File: src/rtl/crcpar_pkg.sv
package crcpar_pkg;

    // Which end of the register feeds back, and which data bit goes first.
    typedef enum logic {
        SHIFT_LEFT  = 1'b0,  // feedback from top bit, data taken high index first
        SHIFT_RIGHT = 1'b1   // feedback from bit 0, data taken low index first
    } crc_dir_e;

    // Per-stage view of one single-bit update.
    typedef struct packed {
        logic din;
        logic fb;
    } step_ctl_t;

    // Feedback bit of one serial step.
    function automatic logic feedback(input logic end_bit, input logic din);
        return end_bit ^ din;
    endfunction

    // Contribution of one polynomial tap.
    function automatic logic tap(input logic poly_bit, input logic fb);
        return poly_bit & fb;
    endfunction

    // Data bit index consumed by unrolled stage k.
    function automatic int data_index(input crc_dir_e dir, input int dw, input int k);
        return (dir == SHIFT_LEFT) ? (dw - 1 - k) : k;
    endfunction

endpackage

File: src/rtl/crcpar_step.sv
module crcpar_step
    import crcpar_pkg::*;
#(
    parameter int                 CRC_W = 8,
    parameter logic [CRC_W-1:0]   POLY  = 'h07,
    parameter crc_dir_e           DIR   = SHIFT_LEFT
) (
    input  logic [CRC_W-1:0] st_in,
    input  logic             din,
    output logic [CRC_W-1:0] st_out
);

    step_ctl_t ctl;
    logic [CRC_W-1:0] shifted;

    always_comb begin
        ctl.din = din;
        if (DIR == SHIFT_LEFT) ctl.fb = feedback(st_in[CRC_W-1], din);
        else                   ctl.fb = feedback(st_in[0], din);
    end

    for (genvar j = 0; j < CRC_W; j++) begin : g_bit
        if (DIR == SHIFT_LEFT) begin : g_left
            if (j == 0) begin : g_edge
                assign shifted[j] = 1'b0;
            end else begin : g_mid
                assign shifted[j] = st_in[j-1];
            end
        end else begin : g_right
            if (j == CRC_W - 1) begin : g_edge
                assign shifted[j] = 1'b0;
            end else begin : g_mid
                assign shifted[j] = st_in[j+1];
            end
        end
        assign st_out[j] = shifted[j] ^ tap(POLY[j], ctl.fb);
    end

endmodule

File: src/rtl/crcpar_unroll.sv
module crcpar_unroll
    import crcpar_pkg::*;
#(
    parameter int                 CRC_W  = 8,
    parameter int                 DATA_W = 8,
    parameter logic [CRC_W-1:0]   POLY   = 'h07,
    parameter crc_dir_e           DIR    = SHIFT_LEFT
) (
    input  logic [CRC_W-1:0]  crc_in,
    input  logic [DATA_W-1:0] data_in,
    output logic [CRC_W-1:0]  crc_out
);

    localparam int STAGES = DATA_W;

    // stage[k] is the state before the k-th serial step
    logic [CRC_W-1:0] stage [STAGES+1];

    assign stage[0] = crc_in;

    for (genvar k = 0; k < STAGES; k++) begin : g_stage
        localparam int BIT_IDX = data_index(DIR, DATA_W, k);
        crcpar_step #(
            .CRC_W (CRC_W),
            .POLY  (POLY),
            .DIR   (DIR)
        ) u_step (
            .st_in  (stage[k]),
            .din    (data_in[BIT_IDX]),
            .st_out (stage[k+1])
        );
    end

    assign crc_out = stage[STAGES];

endmodule

File: src/rtl/crcpar_reg.sv
module crcpar_reg #(
    parameter int               CRC_W = 8,
    parameter logic [CRC_W-1:0] SEED  = '0
) (
    input  logic             clk,
    input  logic             rst,
    input  logic             load,
    input  logic [CRC_W-1:0] d,
    output logic [CRC_W-1:0] q
);

    always_ff @(posedge clk) begin
        if (rst)       q <= SEED;
        else if (load) q <= d;
    end

endmodule

File: src/rtl/crc_word_engine.sv
module crc_word_engine
    import crcpar_pkg::*;
#(
    parameter int               CRC_W  = 8,
    parameter int               DATA_W = 8,
    parameter logic [CRC_W-1:0] POLY   = 'h07,
    parameter logic [CRC_W-1:0] SEED   = '0,
    parameter crc_dir_e         DIR    = SHIFT_LEFT
) (
    input  logic              clk,
    input  logic              rst,
    input  logic              in_valid,
    input  logic [DATA_W-1:0] in_data,
    output logic [CRC_W-1:0]  crc_q
);

    logic [CRC_W-1:0] crc_nxt;

    crcpar_unroll #(
        .CRC_W  (CRC_W),
        .DATA_W (DATA_W),
        .POLY   (POLY),
        .DIR    (DIR)
    ) u_net (
        .crc_in  (crc_q),
        .data_in (in_data),
        .crc_out (crc_nxt)
    );

    crcpar_reg #(
        .CRC_W (CRC_W),
        .SEED  (SEED)
    ) u_state (
        .clk  (clk),
        .rst  (rst),
        .load (in_valid),
        .d    (crc_nxt),
        .q    (crc_q)
    );

endmodule

File: config.mk
export PLATFORM = sky130hd
export DESIGN_NAME = crc_word_engine
export DESIGN_NICKNAME = d
export VERILOG_FILES = /design/src/rtl/crcpar_pkg.sv /design/src/rtl/crcpar_step.sv /design/src/rtl/crcpar_unroll.sv /design/src/rtl/crcpar_reg.sv /design/src/rtl/crc_word_engine.sv
export SDC_FILE = /design/constraint.sdc
export NUM_CORES = 1
export LEC_CHECK = 0
export ABC_AREA = 1
export BUFFER_PORTS_ARGS = -buffer_cell sky130_fd_sc_hd__buf_2
export CAP_MARGIN = 20
export CORE_MARGIN = 1
export CORE_UTILIZATION = 50
export CTS_CLUSTER_SIZE = 16
export DETAILED_ROUTE_END_ITERATION = 8
export MAX_ROUTING_LAYER = met4
export PLACE_DENSITY_LB_ADDON = 0.1
export SETUP_SLACK_MARGIN = 0.1
export SYNTH_ARGS = -nofsm -noshare
export SYNTH_HDL_FRONTEND = slang
export SYNTH_HIERARCHICAL = 1
export SYNTH_SLANG_ARGS = --single-unit
File: constraint.sdc
create_clock -name clk -period 2 [get_ports clk]
set_input_delay 0.3 -clock clk [delete_from_list [all_inputs] [get_ports clk]]
set_output_delay 0.3 -clock clk [all_outputs]
set_load 0.005 [all_outputs]
==> flow_metrics.env <==
export IMPL_ant_nets=0
export IMPL_cts_buffers=3
export IMPL_postCtsHoldBufs=0
export IMPL_via_count=955
export IMPL_fin_ws_ns=0.467
export IMPL_drive_above_1_share=0.121
export IMPL_synth_seq_cells=8
export IMPL_cts_sink_count=8
export IMPL_clkSlewWorstSetupHoldPaths_ns=0.06
export IMPL_r2r_start="u_state/q[7]"
export IMPL_status="finished clean"
export IMPL_maxSlewViolCount=0
export IMPL_drt_total_wl_mm=1.85
export IMPL_start_util=0.555
export IMPL_final_area_sq_um=956
export IMPL_cellLeakagePower_nw=0.661
export IMPL_fmax_ghz=0.652
export IMPL_cap_violations=0
export IMPL_dr_pass1_iters=4
export IMPL_syn_area_per_cell_sq_um=5.37
export IMPL_nets=203
export IMPL_die_w_microns=49.6
export IMPL_cts_tree="done"
export IMPL_setup_tns_final_ns=0
export IMPL_power_frac_clock=0.209
export IMPL_p_sw_frac=0.413
export IMPL_netlist_area_leader_share=0.265
export IMPL_post_cts_resize_count=0
export IMPL_critPathBufInv=4
export IMPL_hp_start="rst"
export IMPL_cp_end_kind="register"
export IMPL_critical_path_cell_chain="inv_1 > nand2_1 > nand3_1 > nand2_1 > inv_1 > nand2_1 > nand3_1 > nand2_1 > inv_1 > nand3_1 > nand2_1 > inv_1 > nand2_1 > nand2_1 > nor2_1"
export IMPL_core_rowCount=16
export IMPL_yosysUniqueCellTypes=9
export IMPL_synth_commonest_cells="nand2_1, inv_1, buf_4"
export IMPL_portBuffers=18
export IMPL_wl_per_cell_microns=8.53
export IMPL_first_global_vias=845
export IMPL_top_register="u_state/q"
export IMPL_postLayoutCoreUtil=0.468
export IMPL_drc=0
export IMPL_final_hold_violation_count=0
export IMPL_dp_hpwl_mm=1.49
export IMPL_drt_iter0_markers=10
export IMPL_antenna_found_initial=0
export IMPL_ff2ff_path_depth=15
export IMPL_synth_edff_count=0
export IMPL_antennaDiodeCount=0
export IMPL_synthArstFlopShare=0
export IMPL_dieHeight_microns=49.6
export IMPL_holdWs_ns=0.409
export IMPL_largestRegisters="u_state/q: 8 flops"
export IMPL_grt_max_degree=17
export IMPL_largest_reg_flops=8
export IMPL_finClkSkew_ns=0.00727
export IMPL_grt_pass1_wl_mm=3.23
export IMPL_p_total_mw=0.605
export IMPL_die_area_sq_um=2460
export IMPL_yosysMostFrequentCell="nand2_1"
export IMPL_whs_path_depth=4
export IMPL_slew_headroom=0.809
export IMPL_post_cts_setup_buffers=0
export IMPL_routabilityCongestion=0.821
export IMPL_worstMarginPinSlew_ns=0.287
export IMPL_dominantRegCellSynth="dfxtp_1"
export IMPL_p_sw_mw=0.250
export IMPL_hold_class="input pin to register"
export IMPL_required_ns=2.16
export IMPL_clkLatencyLatePin_ns=0.25
export IMPL_crit_family="simple AND/OR/NAND/NOR gates"
export IMPL_rsz0062_at_grt="false"
export IMPL_syn_area_sq_um=1130
export IMPL_placedCellCount=214
export IMPL_syn_inst=211
export IMPL_criticalPathCategory="register to register"
export IMPL_area_growth_pct=-15.6
export IMPL_ioPinCount=19
export IMPL_worstPathArrival_ns=1.69
export IMPL_worst_path_most_repeated_cell="nand2_1"
export IMPL_synthTopCellsByArea="buf_4, nand2_1, dfxtp_1"
export IMPL_crit_path_max_fanout=5
export IMPL_period_share=0.767
export IMPL_period_needed_ns=1.53
export IMPL_yosysWarnings=6
export IMPL_yosys_area_top_type="buf_4"
export IMPL_synth_seq_area_share=0.141
export IMPL_cts_buffer_depth=2
export IMPL_r2r_end="u_state/q[2]"
export IMPL_pre_cts_ws_ns=0.455
export IMPL_pwr_share_seq=0.325
export IMPL_p_per_area_nw_per_um2=633
export IMPL_core_area_sq_um=2040
export IMPL_whs_endpoint="u_state/q[2]"
export IMPL_htreeDepth=1
export IMPL_pwr_share_comb=0.466
export IMPL_syn_nets=222
export IMPL_instances_no_fill=217
export IMPL_slowest_delay_ns=0.39
export IMPL_grt_usage=0.173
export IMPL_grt_ovfl_total=0
export IMPL_internal_power_mw=0.355
export IMPL_cp_depth=15
export IMPL_placed_cell_area_sq_um=933
export IMPL_setup_violations=0
export IMPL_root_buffer="clkbuf_4"
export IMPL_drt_vias_per_instance=4.40
export IMPL_rrSetupSlack_ns=0.47
export IMPL_ir_drop_uv=394
export IMPL_startpoint_type="register"
export IMPL_cp_slowest_cell="dfxtp_1"
## worst reg2reg max path, stage by stage, from the launching register on
cell and delay, ns:
dfxtp_1 0.39, inv_1 0.07, nand2_1 0.09, nand3_1 0.09, nand2_1 0.13, inv_1 0.07, nand2_1 0.09, nand3_1 0.08
nand2_1 0.09, inv_1 0.04, nand3_1 0.07, nand2_1 0.05, inv_1 0.04, nand2_1 0.04, nand2_1 0.06, nor2_1 0.04
## placed cells by master, fill, tap and decap left out, drive strengths merged
cell type  netlist  layout
dfxtp            8       8
nand2           72      72
inv             41      41
nor2            16      16
clkbuf           0       3
buf             42      18
nand3           32      32
## worst max path at each step
stage / start / to / slack (ns)
2_1_floorplan: u_state/q[7] / u_state/q[1] / 0.11
3_3_place_gp: u_state/q[7] / u_state/q[2] / 0.50
3_5_place_dp: u_state/q[7] / u_state/q[2] / 0.46
4_1_cts: u_state/q[7] / u_state/q[2] / 0.45
5_1_grt: u_state/q[7] / u_state/q[2] / 0.15
6_report: u_state/q[7] / u_state/q[2] / 0.47
## per-layer routing
metal | global-route usage | share of wire
met3 | 0.0278 | 0.024
met1 | 0.197 | 0.50
met4 | 0.0571 | 0
met5 | - | 0
met2 | 0.304 | 0.48
## final cells by class
type | instances | area, sq um
Fill cell | 246 | 1090
Inverter | 41 | 154
Multi-Input combinational cell | 120 | 495
Tap cell | 27 | 33.8
Clock buffer | 3 | 22.5
Sequential cell | 8 | 160
Timing Repair Buffer | 18 | 90.1
## cell families (layout without fill, tap and decap cells)
logic type / Yosys count / in the layout / synth area share
and+or+nand+nor: 120 / 120 / 0.438
DFF: 8 / 8 / 0.141
buffers and inverters: 83 / 62 / 0.421
## power by group through the flow
| stage | Clock, mW | Combinational [mW] | Sequential [mW] |
|---|---|---|---|
| 3_5_place_dp | 0 | 0.281 | 0.201 |
| 4_1_cts | 0.136 | 0.283 | 0.198 |
| 2_1_floorplan | 0 | 0.414 | 0.195 |
| 5_1_grt | 0.146 | 0.333 | 0.201 |
| 6_report | 0.126 | 0.282 | 0.197 |
| 3_3_place_gp | 0 | 0.274 | 0.200 |
No activity file was read; power rests on OpenSTA's default activity.
